[src/rtl/byte_alu_pkg.sv]
`timescale 1ns/1ps
package byte_alu_pkg;

  typedef enum logic [4:0] {
    OP_ADD = 5'd0,  OP_ADC = 5'd1,  OP_SUB = 5'd2,  OP_SBC = 5'd3,
    OP_CMP = 5'd4,  OP_AND = 5'd5,  OP_BIT = 5'd6,  OP_OR  = 5'd7,
    OP_EOR = 5'd8,  OP_MOV = 5'd9,  OP_TST = 5'd10, OP_COM = 5'd11,
    OP_NEG = 5'd12, OP_INC = 5'd13, OP_DEC = 5'd14, OP_LSR = 5'd15,
    OP_LSL = 5'd16, OP_ASR = 5'd17, OP_ROR = 5'd18, OP_ROL = 5'd19,
    OP_CLR = 5'd20
  } alu_op_e;

  localparam int unsigned OP_LAST = 20;

  typedef struct packed {
    logic h;
    logic n;
    logic z;
    logic v;
    logic c;
  } ccr_t;

  typedef enum logic [1:0] {
    UNIT_ARITH = 2'd0,
    UNIT_LOGIC = 2'd1,
    UNIT_SHIFT = 2'd2,
    UNIT_NONE  = 2'd3
  } unit_e;

  function automatic unit_e unit_of(logic [4:0] op);
    unit_e u;
    case (op)
      OP_ADD, OP_ADC, OP_SUB, OP_SBC, OP_CMP,
      OP_NEG, OP_INC, OP_DEC:                  u = UNIT_ARITH;
      OP_AND, OP_BIT, OP_OR, OP_EOR, OP_MOV,
      OP_TST, OP_COM, OP_CLR:                  u = UNIT_LOGIC;
      OP_LSR, OP_LSL, OP_ASR, OP_ROR, OP_ROL:  u = UNIT_SHIFT;
      default:                                 u = UNIT_NONE;
    endcase
    return u;
  endfunction

  function automatic logic keeps_result(logic [4:0] op);
    logic k;
    case (op)
      OP_CMP, OP_BIT, OP_TST: k = 1'b0;
      default:                k = (32'(op) <= OP_LAST);
    endcase
    return k;
  endfunction

endpackage

[src/rtl/byte_alu_arith.sv]
`timescale 1ns/1ps
module byte_alu_arith
  import byte_alu_pkg::*;
#(
  parameter int W = 8
) (
  input  logic [4:0]   op,
  input  logic [W-1:0] a,
  input  logic [W-1:0] b,
  input  ccr_t         ci,
  output logic [W-1:0] r,
  output ccr_t         co
);
  localparam int HW = W / 2;
  localparam logic [W-1:0] TOP  = {1'b1, {(W-1){1'b0}}};
  localparam logic [W-1:0] MAXP = ~TOP;
  localparam logic [W-1:0] ONE  = {{(W-1){1'b0}}, 1'b1};

  logic [W:0]  wide;
  logic [HW:0] low;
  logic        cx;

  always_comb begin
    co   = ci;
    r    = a;
    wide = '0;
    low  = '0;
    cx   = 1'b0;
    case (op)
      OP_ADD, OP_ADC: begin
        cx   = (op == OP_ADC) && ci.c;
        wide = {1'b0, a} + {1'b0, b} + {{W{1'b0}}, cx};
        low  = {1'b0, a[HW-1:0]} + {1'b0, b[HW-1:0]} + {{HW{1'b0}}, cx};
        r    = wide[W-1:0];
        co.h = low[HW];
        co.c = wide[W];
        co.v = (a[W-1] == b[W-1]) && (r[W-1] != a[W-1]);
      end
      OP_SUB, OP_SBC, OP_CMP: begin
        cx   = (op == OP_SBC) && ci.c;
        wide = {1'b0, a} - {1'b0, b} - {{W{1'b0}}, cx};
        r    = wide[W-1:0];
        co.c = wide[W];
        co.v = (a[W-1] != b[W-1]) && (r[W-1] != a[W-1]);
      end
      OP_NEG: begin
        r    = -a;
        co.c = (a != '0);
        co.v = (a == TOP);
      end
      OP_INC: begin
        r    = a + ONE;
        co.v = (a == MAXP);
      end
      OP_DEC: begin
        r    = a - ONE;
        co.v = (a == TOP);
      end
      default: ;
    endcase
    co.n = r[W-1];
    co.z = (r == '0);
  end
endmodule

[src/rtl/byte_alu_logic.sv]
`timescale 1ns/1ps
module byte_alu_logic
  import byte_alu_pkg::*;
#(
  parameter int W = 8
) (
  input  logic [4:0]   op,
  input  logic [W-1:0] a,
  input  logic [W-1:0] b,
  input  ccr_t         ci,
  output logic [W-1:0] r,
  output ccr_t         co
);
  always_comb begin
    co = ci;
    case (op)
      OP_AND, OP_BIT: r = a & b;
      OP_OR:          r = a | b;
      OP_EOR:         r = a ^ b;
      OP_MOV:         r = b;
      OP_COM:         r = ~a;
      OP_CLR:         r = '0;
      default:        r = a;
    endcase
    co.v = 1'b0;
    if (op == OP_COM) co.c = 1'b1;
    if (op == OP_CLR) co.c = 1'b0;
    co.n = r[W-1];
    co.z = (r == '0);
  end
endmodule

[src/rtl/byte_alu_shift.sv]
`timescale 1ns/1ps
module byte_alu_shift
  import byte_alu_pkg::*;
#(
  parameter int W = 8
) (
  input  logic [4:0]   op,
  input  logic [W-1:0] a,
  input  ccr_t         ci,
  output logic [W-1:0] r,
  output ccr_t         co
);
  logic fill;
  logic right;

  always_comb begin
    co    = ci;
    right = 1'b1;
    case (op)
      OP_LSR: fill = 1'b0;
      OP_ASR: fill = a[W-1];
      OP_ROR: fill = ci.c;
      OP_LSL: begin fill = 1'b0; right = 1'b0; end
      OP_ROL: begin fill = ci.c; right = 1'b0; end
      default: fill = 1'b0;
    endcase
    if (right) begin
      r    = {fill, a[W-1:1]};
      co.c = a[0];
    end else begin
      r    = {a[W-2:0], fill};
      co.c = a[W-1];
    end
    co.n = r[W-1];
    co.z = (r == '0);
    co.v = co.n ^ co.c;
  end
endmodule

[src/rtl/byte_alu.sv]
`timescale 1ns/1ps
module byte_alu
  import byte_alu_pkg::*;
#(
  parameter int W = 8
) (
  input  logic         clk,
  input  logic         rst_n,
  input  logic         in_valid,
  output logic         in_ready,
  input  logic [4:0]   in_op,
  input  logic [W-1:0] in_a,
  input  logic [W-1:0] in_b,
  input  logic [4:0]   in_ccr,
  output logic         out_valid,
  input  logic         out_ready,
  output logic [W-1:0] out_result,
  output logic         out_write,
  output logic [4:0]   out_ccr
);
  ccr_t         cc_in;
  logic [W-1:0] r_ar, r_lg, r_sh, r_sel;
  ccr_t         c_ar, c_lg, c_sh, c_sel;
  logic         take;

  assign cc_in = ccr_t'(in_ccr);

  byte_alu_arith #(.W(W)) u_arith (
    .op(in_op), .a(in_a), .b(in_b), .ci(cc_in), .r(r_ar), .co(c_ar));

  byte_alu_logic #(.W(W)) u_logic (
    .op(in_op), .a(in_a), .b(in_b), .ci(cc_in), .r(r_lg), .co(c_lg));

  byte_alu_shift #(.W(W)) u_shift (
    .op(in_op), .a(in_a), .ci(cc_in), .r(r_sh), .co(c_sh));

  always_comb begin
    case (unit_of(in_op))
      UNIT_ARITH: begin r_sel = r_ar; c_sel = c_ar; end
      UNIT_LOGIC: begin r_sel = r_lg; c_sel = c_lg; end
      UNIT_SHIFT: begin r_sel = r_sh; c_sel = c_sh; end
      default:    begin r_sel = in_a; c_sel = cc_in; end
    endcase
  end

  assign in_ready = !out_valid || out_ready;
  assign take     = in_valid && in_ready;

  always_ff @(posedge clk) begin
    if (!rst_n) begin
      out_valid  <= 1'b0;
      out_result <= '0;
      out_write  <= 1'b0;
      out_ccr    <= '0;
    end else begin
      if (take) begin
        out_valid  <= 1'b1;
        out_result <= r_sel;
        out_write  <= keeps_result(in_op);
        out_ccr    <= c_sel;
      end else if (out_ready) begin
        out_valid  <= 1'b0;
      end
    end
  end
endmodule

[config.mk]
export PLATFORM = sky130hd
export DESIGN_NAME = byte_alu
export DESIGN_NICKNAME = d
export VERILOG_FILES = /design/src/rtl/byte_alu_pkg.sv /design/src/rtl/byte_alu_arith.sv /design/src/rtl/byte_alu_logic.sv /design/src/rtl/byte_alu_shift.sv /design/src/rtl/byte_alu.sv
export SDC_FILE = /design/constraint.sdc
export NUM_CORES = 1
export LEC_CHECK = 0
export ABC_AREA = 1
export ABC_CLOCK_PERIOD_IN_PS = 4850
export BUFFER_PORTS_ARGS = -buffer_cell sky130_fd_sc_hd__buf_2
export CORE_AREA = 2 2 114 116
export CTS_CLUSTER_SIZE = 8
export DETAILED_ROUTE_END_ITERATION = 7
export DIE_AREA = 0 0 116 118
export HOLD_SLACK_MARGIN = 0.03
export PLACE_DENSITY = 0.58
export SKIP_CTS_REPAIR_TIMING = 1
export SLEW_MARGIN = 20
export SYNTH_ARGS = -nofsm -noshare
export SYNTH_HDL_FRONTEND = slang
export SYNTH_SLANG_ARGS = --single-unit
[constraint.sdc]
create_clock -name clk -period 4.85 [get_ports clk]
set_input_delay 0.7275 -clock clk [delete_from_list [all_inputs] [get_ports clk]]
set_output_delay 0.7275 -clock clk [all_outputs]
set_load 0.03 [all_outputs]
==> metrics.md, run 1 <==
| Metric | Value |
|---|---|
| Mapped Nets | around 740 |
| Total congestion overflow | 0 |
| Post-synth top area share | 0.205 |
| Clock skew | about 4.6 ps |
| Yosys warnings | 0 |
| Cell Pwr Density | roughly 170 mW/mm^2 |
| Post-Syn Area per Cell | about 5.5 sq um |
| Initial antenna violation count | 0 |
| Initial Utilization | 0.295 |
| Synth area leaders | nand2_1 20%, ha_1 13%, nand3_1 11% |
| Post-layout min period | between 3000 and 4000 ps |
| Detailed Routing Iterations Pass 1 | 5 |
| Slew @ Worst Pin | ~710 ps |
| Mux cell area share after synthesis | 0 |
| Nets | 770 |
| Post-synth EDFFs | 0 |
| CP max FO | 15 |
| CP Data Required Time | slightly above 5000 ps |
| Critical path class | input port to flip-flop |
| Critical path arrival | around 3800 ps |
| Worst path cell trace | buf_2, nand2_1, nor2_4, nand3_1, fa_1, fa_1, or2_2, nand2_1, nand2_1, nor2_1, nor2_1, nor2_1, nand2_1, nand2_1, nand3_1, nor2_1, nand2_1, nand2_1, nand2_1, a21oi_2 |
| Clock Sink Count | 15 |
| # H-tree levels | 1 |
| Synth Area in XOR/XNOR | 0.0263 |
| Area share of and/or/nand/nor cells after synthesis | 0.496 |
| Max-capacitance violation count | 0 |
| P_leak | approximately 0.0021 uW |
| Die Area | 0.0137 sq mm |
| Synth Cell Area | between 0.003 and 0.004 sq mm |
| Hold Violations, Final | 0 |
| CTS Root Cell | clkbuf_16 |
| Largest family of logic cells by synthesized area | simple AND/OR/NAND/NOR gates |
| CTS Buf Count | 3 |
| Setup TNS | 0 ps |
| Status | completed |
| Max Fclk | roughly 280 MHz |
| DR vias | ~4.4k |
| Syn-to-layout area delta | 11.7% |
| GRT Util Overall | 0.193 |
| CTS clock-pin slew for the worst setup and hold paths | ~50 ps |
| Design Power | slightly below 700 uW |
| Row count | 41 |
| Relative slew margins | 0.527 |
| Final setup fails | 0 |
| Largest net degree at the start of global routing | 18 |
| Skew-Pair Late Insertion Delay | approximately 250 ps |
| Layout cells sized above 1 | 0.109 |
| Commonest cells in the netlist | 200 x nand2_1, 79 x nand3_1, 76 x inv_1 |
| Crit end category | flip-flop |
| Top cell type by total area after synthesis | nand2_1 |
| Multi-input gate area | 0.00295 sq mm |
| Adder-cell share of the synthesized area | 0.154 |
| Largest stage delay, worst path | between 400 and 500 ps |
| Post-synthesis compound-gate area fraction | 0.128 |
| First-pass GRT wire length | 20800 um |
| CTS tree | built |
| Gate Count Post-Synth | 663 |
| Distinct cell type count of the synthesized netlist | 40 |
| Vias in the first global route | 4024 |
| Min-Delay Path Class | flip-flop to flip-flop |
| Startpoint Class | input port |
| Via/cell ratio | 5.08 |
| CORE AREA | roughly 0.012 sq mm |
| Final RePlAce weighted congestion | 0.942 |
| PortBufs | between 40 and 50 |
| DR iter-0 viols | approximately 410 |
| Slowest CP cell | fa_1 |
| Avg WL per Cell | between 15 and 20 um |
| Die Span Y | between 100 and 150 um |
| Yosys reg bits | 15 |
| Sequential area share after synthesis | 0.0819 |
| Max Transition Viols Final | 0 |
| RSZ-0062 raised after global routing | false |
| Top-count cell post-synth | nand2_1 |
| Antenna cell count | 0 |
| DRT Wirelength | between 10000 and 15000 um |
| HPWL Detailed | 10400 um |
| Fillers | between 1k and 1.5k |
| Synth Flop Type | dfxtp_1 |
| Asr flop ratio synth | 0 |
| Num ports | 46 |
| Longest Clk Path Bufs | 2 |
| Top cell by count, worst path | nand2_1 |
| Antenna Nets Post-Route | 0 |
| Tcrit/Tclk final | 0.741 |
| DRC Markers | 0 |
| Max IR drop VDD | between 90 and 100 uV |
| Die W | around 120 um |
| Reg area | around 300 sq um |
==> stage by stage <==
| stage | setup slack (ps) | instances | instance area, sq um | hold WS, ps | util |
|---|---|---|---|---|---|
| 6_report | 1250 | 869 | 4100 | 460 | 0.330 |
| 5_1_grt | 1020 | 869 | 4100 | 487 | 0.330 |
| 4_1_cts | 1320 | 869 | 4100 | 462 | 0.330 |
| 3_5_place_dp | 1060 | 865 | 4020 | 454 | 0.324 |
| 3_3_place_gp | 1120 | 865 | 4020 | 452 | 0.324 |
| 2_1_floorplan | 1430 | 663 | 3670 | 595 | - |
==> report_power, final <==
part / switching [uW] / internal (uW) / leakage, uW
logic: 265 / 119 / 0.00196
registers: 4.62 / 134 / 0.000124
clock network: 50.8 / 110 / 0.0000409
==> registers in the layout (all words and copies together) (netlist names) <==
name,count
out_result,8
out_ccr,5
out_write,1
out_valid,1
==> placed cells by master, fill, tap and decap left out, types with 5 or more instances in the layout <==
| cell | instances |
|---|---|
| fa_1 | 5 |
| dfxtp_1 | 15 |
| o21ai_0 | 37 |
| nand2_1 | 200 |
| nand2_2 | 6 |
| nand3b_1 | 10 |
| inv_1 | 76 |
| a21oi_1 | 25 |
| ha_1 | 37 |
| buf_2 | 45 |
| inv_2 | 6 |
| nand4_1 | 28 |
| xor2_1 | 9 |
| nand3_1 | 79 |
| nor2_1 | 73 |
==> critical path, delay by kind of cell <==
| family | cells | cell delay, ps |
|---|---|---|
| AO/OA/AOI/OAI | 1 | 100 |
| adder cells (fa/ha/maj) | 2 | 870 |
| buffers and inverters | 1 | 250 |
| AND/OR/NAND/NOR | 16 | 1830 |
==> cell type report <==
type                    count  share of cell area
multi-input cells         546               0.719
clock buffers               3              0.0183
clock inverters             1             0.00122
repair buffers             46              0.0568
well taps                 172              0.0525
inverters                  86              0.0788
flip-flops and latches     15              0.0733
==> kinds of logic (layout without fill, tap and decap cells) <==
logic type,after synthesis,count (layout)
AOI/OAI and AO/OA,83,83
xor gates and xnor gates,11,11
adders and majority gates,42,42
buffers and inverters,102,136
DFF,15,15
and+or+nand+nor,410,410
==> layer usage <==
layer,GRT usage,up-vias,share of wire
li1,-,2246,-
met3,0.0139,22,0.080
met4,0.0432,0,0.019
met2,0.314,189,0.45
met5,0,-,0
met1,0.276,1960,0.45
==> path summary, 6_finish.rpt <==
path,depth (start not counted),end,from,slack (ps)
hold reg to reg,2,out_result[1]$_SDFFE_PN0P_,out_result[1]$_SDFFE_PN0P_,460
setup reg to reg,6,out_result[7]$_SDFFE_PN0P_,out_valid$_SDFFE_PN0P_,3130
hold / removal,2,out_result[1]$_SDFFE_PN0P_,out_result[1]$_SDFFE_PN0P_,460
setup / recovery,20,out_ccr[2]$_SDFFE_PN0P_,in_op[0],1250
No activity file was read; power rests on OpenSTA's default activity.
==> run 2, diff against run 1 <==
Settings changed: ABC_CLOCK_PERIOD_IN_PS 4850 to 3750.
Clock period 4.85 ns to 3.75 ns, I/O delays scaled along.
==> run 2 against run 1 <==
Against the previous run:
- die area did not move
- clock power rose by 27%
- combinational power rose by 32%
- clock skew fell by 3.7 ps
- hold slack barely moved
- routed wire length fell by 0.76%
==> metrics.md, run 2 (synthesis gave the netlist of run 1 again) <==
| Metric | Value |
|---|---|
| P_leak | 0.00218 uW (+2.7%) |
| CORE AREA | 0.0124 sq mm (unchanged) |
| Relative slew margins | 0.578 (+0.0514) |
| Biggest regs | out_result: 8 flops, out_ccr: 5 flops |
| Clock skew | 0.825 ps (-3.75 ps) |
| WHS Path Cells | 2 (unchanged) |
| Slew @ Worst Pin | 632 ps (-75.1 ps) |
| Largest net degree at the start of global routing | 18 (unchanged) |
| Fin cells | 881 (+1.4%) |
| Skew-Pair Late Insertion Delay | 240 ps (about the same) |
| Layout cells sized above 1 | 0.123 (+0.0137) |
| Crit end category | flip-flop |
| CTS Root Cell | clkbuf_16 |
| R2R depth | 6 (unchanged) |
| Max reg flops | 8 (unchanged) |
| Total congestion overflow | 0 (unchanged) |
| Max Fclk | about 320 MHz |
| Initial Utilization | 0.295 (unchanged) |
| Startpoint Class | input port |
| DRC Markers | 0 (unchanged) |
| Antenna cell count | 0 (unchanged) |
| Tcrit/Tclk final | 0.833 |
| Max-capacitance violation count | 0 (unchanged) |
| Longest Clk Path Bufs | 2 (unchanged) |
| Max IR drop VDD | 133 uV (+45%) |
| Antenna Nets Post-Route | 0 (unchanged) |
| Reg2reg setup slack | 2120 ps (-1010 ps) |
| Status | completed |
| Initial antenna violation count | 0 (unchanged) |
| PortBufs | 45 (unchanged) |
| Commonest non-fill, non-tap cell in the layout | nand2_1 |
| Die Span Y | 118 um (unchanged) |
| Nets | 782 (+1.6%) |
| DRT Wirelength | 13300 um (-0.76%) |
| Clock Sink Count | 15 (unchanged) |
| Worst hold slack | 460 ps (-0.157 ps) |
| CP max FO | 8 (-7) |
| Vias in the first global route | 3902 (-3.0%) |
| CTS Buf Count | 3 (unchanged) |
| HPWL Detailed | 10600 um (+1.6%) |
| Num ports | 46 (unchanged) |
| CP Data Required Time | 3880 ps (-1150 ps) |
| CTS clock-pin slew for the worst setup and hold paths | 50 ps (about the same) |
| Via/cell ratio | 5.04 (-0.80%) |
| Top reg by flops | out_result |
| GRT Util Overall | 0.191 (-0.00194) |
| Min-Delay Path Class | flip-flop to flip-flop |
| Most frequent cells in the layout | 200 x nand2_1, 79 x nand3_1, 76 x inv_1 |
| Die Area | 0.0137 sq mm (unchanged) |
| DR vias | 4442 (+0.57%) |
| Row count | 41 (unchanged) |
| DR iter-0 viols | 410 (+0.99%) |
| Avg WL per Cell | 15.0 um (-2.1%) |
| Post-layout min period | around 3100 ps |
| Syn-to-layout area delta | 14.1% |
| Cell Pwr Density | 213 mW/mm^2 (+28%) |
| Detailed Routing Iterations Pass 1 | 5 (unchanged) |
| Critical path arrival | 3250 ps (-530 ps) |
| Crit Reg-Reg Endpoint | out_result[7]$_SDFFE_PN0P_ |
| CP startpoint | in_op[1] |
| Final RePlAce weighted congestion | 0.904 (-4.0%) |
| Placed Instances | 877 (+1.4%) |
| Max Transition Viols Final | 0 (unchanged) |
| First-pass GRT wire length | 20700 um (-0.37%) |
| Worst R2R Start | out_valid$_SDFFE_PN0P_ |
| # H-tree levels | 1 (unchanged) |
| Design Power | 891 uW (+30%) |
| Die W | 116 um (unchanged) |
| CP endpoint | out_ccr[2]$_SDFFE_PN0P_ |
| Hold Violations, Final | 0 (unchanged) |
| CTS tree | built |
| Critical path class | input port to flip-flop |
| Setup TNS | 0 ps (unchanged) |
| RSZ-0062 raised after global routing | false |
| Final setup fails | 0 (unchanged) |
## run 2: cell count changes in the layout (fill, tap and decap cells not counted), sizes merged
cell	delta
buf	+12
clkinv	-1
clkbuf	+1
## run 2: how the worst min path moves through the flow
stage	from	endpoint	slack, ps
after detailed placement	out_ccr[4]$_SDFFE_PN0P_	out_ccr[4]$_SDFFE_PN0P_	450
final	out_ccr[4]$_SDFFE_PN0P_	out_ccr[4]$_SDFFE_PN0P_	460
after CTS	out_ccr[4]$_SDFFE_PN0P_	out_ccr[4]$_SDFFE_PN0P_	460
after global routing	out_result[4]$_SDFFE_PN0P_	out_result[4]$_SDFFE_PN0P_	490
after global placement	out_ccr[4]$_SDFFE_PN0P_	out_ccr[4]$_SDFFE_PN0P_	450
after floorplan	out_ccr[0]$_SDFFE_PN0P_	out_ccr[0]$_SDFFE_PN0P_	590
## run 2: per-stage QoR
stage | setup slack (ps) | util | area (sq um)
after floorplan | 498 | - | 3670
after global placement | 415 | 0.331 | 4110
after detailed placement | 387 | 0.331 | 4110
after CTS | 646 | 0.337 | 4190
after global routing | 384 | 0.337 | 4190
final | 625 | 0.337 | 4190
## run 2: area by class of cell
type | instances | area (sq um)
clock buffer | 4 | 78.8
fill | 1444 | 8230
inverter | 86 | 323
multi-input combinational | 546 | 2950
sequential | 15 | 300
tap | 172 | 215
timing repair buffer | 58 | 323
## run 2: power by group
| part | switching, uW | leakage, uW | internal (uW) |
|---|---|---|---|
| Sequential | 6.24 | 0.000124 | 173 |
| Clock | 60.4 | 0.0000382 | 144 |
| Combinational | 344 | 0.00202 | 163 |
## run 2: worst max-delay path, cell delays in order
cell     delay, ps
buf_2          220
nand2_1        150
nor2_4         110
nand3_1        100
fa_1           440
fa_1           430
or2_2          320
nand2_1         60
nand2_1         80
nand2_1         60
nand2_1         50
nor2_1         140
nor2_1          50
nand2_1         80
nand2_1         70
nand3_1         80
nor2_1          40
nand2_1         50
nand2_1         50
nand2_1         60
a21oi_2         50
## run 2: layer usage
metal / track usage / share of wire
met2: 0.300 / 0.43
met4: 0.0528 / 0.030
met3: 0.0124 / 0.063
met5: 0 / 0
met1: 0.279 / 0.47
==> run 3, diff against run 2 <==
Settings changed: ABC_CLOCK_PERIOD_IN_PS 3750 to 2900.
Clock period 3.75 ns to 2.9 ns, I/O delays scaled along.
==> run 3 against run 2 <==
Against the previous run:
- non-clock buffer count is 44 higher
- sequential power grew 29%
- largest cell class unchanged
- die area unchanged
- first-iteration DRC count shrank 9.3%
- critical path depth decreased by 4
- setup slack worse by 430 ps
- cell area increased by 8.7%
- final cell count increased by 5.0%
- hold slack is essentially flat
==> metrics.md, run 3 (synthesis gave the netlist of run 1 again) <==
| Metric | Value |
|---|---|
| CTS clock-pin slew for the worst setup and hold paths | 50 ps (about the same) |
| PortBufs | 45 (unchanged) |
| Hold Violations, Final | 0 (unchanged) |
| Max reg flops | 8 (unchanged) |
| HPWL Detailed | 11000 um (+3.9%) |
| Total congestion overflow | 0 (unchanged) |
| Initial Utilization | 0.295 (unchanged) |
| Critical path arrival | 2820 ps (-430 ps) |
| DRC Markers | 0 (unchanged) |
| Commonest non-fill, non-tap cell in the layout | nand2_1 |
| Nets | 826 (+5.6%) |
| Met3 routed WL | 1050 um (+25%) |
| Largest net degree at the start of global routing | 17 (-1) |
| DR top layer | met4 |
| Slew @ Worst Pin | 568 ps (-64.1 ps) |
| Min-Delay Path Class | flip-flop to flip-flop |
| Max Fclk | about 370 MHz |
| DR iter-0 viols | 372 (-9.3%) |
| Max-capacitance violation count | 0 (unchanged) |
| Final RePlAce weighted congestion | 0.957 (+5.8%) |
| Clock skew | 0.706 ps (-0.119 ps) |
| Die Area | 0.0137 sq mm (unchanged) |
| # H-tree levels | 1 (unchanged) |
| Initial antenna violation count | 0 (unchanged) |
| CORE AREA | 0.0124 sq mm (unchanged) |
| Antenna cell count | 0 (unchanged) |
| Row count | 41 (unchanged) |
| Max IR drop VDD | 171 uV (+28%) |
| Num ports | 46 (unchanged) |
| Most frequent cells in the layout | 199 x nand2_1, 78 x nand3_1, 76 x inv_1 |
| Tcrit/Tclk final | 0.933 |
| Status | completed |
| Longest Clk Path Bufs | 2 (unchanged) |
| CTS tree | built |
| Syn-to-layout area delta | 24.0% |
| Relative slew margins | 0.620 (+0.0418) |
| Die Span Y | 118 um (unchanged) |
| CP max FO | 3 (-5) |
| DRT Wirelength | 13500 um (+1.7%) |
| Detailed Routing Iterations Pass 1 | 5 (unchanged) |
| CTS Root Cell | clkbuf_16 |
| Met2 wire len | 6010 um (+4.3%) |
| R2R depth | 6 (unchanged) |
| Vias in the first global route | 4228 (+8.4%) |
| DR vias | 4606 (+3.7%) |
| RSZ-0062 raised after global routing | false |
| Reg2reg setup slack | 1210 ps (-910 ps) |
| CTS Buf Count | 3 (unchanged) |
| Biggest regs | out_result: 8 flops, out_ccr: 5 flops |
| Crit end category | flip-flop |
| P_leak | 0.00240 uW (+10%) |
| Via/cell ratio | 4.98 (-1.2%) |
| Final setup fails | 0 (unchanged) |
| Top reg by flops | out_result |
| Placed Instances | 921 (+5.0%) |
| Antenna Nets Post-Route | 0 (unchanged) |
| First-pass GRT wire length | 21900 um (+5.7%) |
| WHS Path Cells | 2 (unchanged) |
| Max Transition Viols Final | 0 (unchanged) |
| CP Data Required Time | 3020 ps (-860 ps) |
| Skew-Pair Late Insertion Delay | 240 ps (about the same) |
| Clock Sink Count | 15 (unchanged) |
| Cell Pwr Density | 265 mW/mm^2 (+25%) |
| Die W | 116 um (unchanged) |
| Avg WL per Cell | 14.6 um (-3.1%) |
| Post-layout min period | approximately 2700 ps |
| Layout cells sized above 1 | 0.186 (+0.0632) |
| Worst hold slack | 460 ps (+0.146 ps) |
| Startpoint Class | input port |
| Critical path class | input port to flip-flop |
| GRT Util Overall | 0.200 (+0.00900) |
| Wl on met1 | 6190 um (-1.2%) |
| Fin cells | 925 (+5.0%) |
[run 3: cell count changes in the layout (fill, tap and decap cells not counted), moves of 2 or more]
cell / before / now
buf_4: 13 / 57
fa_1: 5 / 2
nor2_2: 4 / 6
nor2_1: 73 / 71
fa_2: 0 / 3
[run 3: through the flow]
stage / area, sq um / setup WS, ps / utilization / power, uW / setup TNS, ps
final: 4550 / 195 / 0.366 / 1210 / 0
after global routing: 4550 / 1.03 / 0.366 / 1310 / 0
after CTS: 4540 / 86.8 / 0.365 / 1200 / 0
after detailed placement: 4460 / -162 / 0.359 / 932 / -740
after global placement: 4460 / -142 / 0.359 / 929 / -536
after floorplan: 3710 / -14.0 / - / 692 / -14.0
[run 3: per-layer routing]
metal,vias up,track usage
li1,2358,-
met1,2054,0.283
met2,175,0.319
met3,19,0.0242
met4,0,0.0513
met5,-,0
[run 3: cell type report]
| type | count | area (sq um) |
|---|---|---|
| sequential | 15 | 300 |
| timing repair buffer | 102 | 653 |
| inverter | 86 | 323 |
| fill | 1424 | 7870 |
| tap | 172 | 215 |
| multi-input combinational | 546 | 2980 |
| clock buffer | 3 | 75.1 |
| clock inverter | 1 | 5.00 |
[run 3: worst paths after layout]
kind                           startpoint                          to
setup / recovery                 in_op[1]  out_result[4]$_SDFFE_PN0P_
hold / removal    out_ccr[4]$_SDFFE_PN0P_     out_ccr[4]$_SDFFE_PN0P_
setup reg to reg   out_valid$_SDFFE_PN0P_  out_result[7]$_SDFFE_PN0P_
hold reg to reg   out_ccr[4]$_SDFFE_PN0P_     out_ccr[4]$_SDFFE_PN0P_
[run 3: worst max-delay path: stages]
cell     delay [ps]
buf_2           140
nand2_4          70
nor2_4          110
nand3_2          80
fa_2            380
fa_2            400
or2_4           260
nand2_1          50
nand2_1          80
nor2_1          120
nor2_2           70
nor2_1           80
nand2_1          50
nand2_1          80
nor2_1           50
o31ai_1         260
a21oi_1         100
[run 3: where the power goes]
group | switching [uW] | internal (uW)
sequential | 7.77 | 224
combinational | 454 | 257
clock | 80.7 | 184
total | 543 | 665
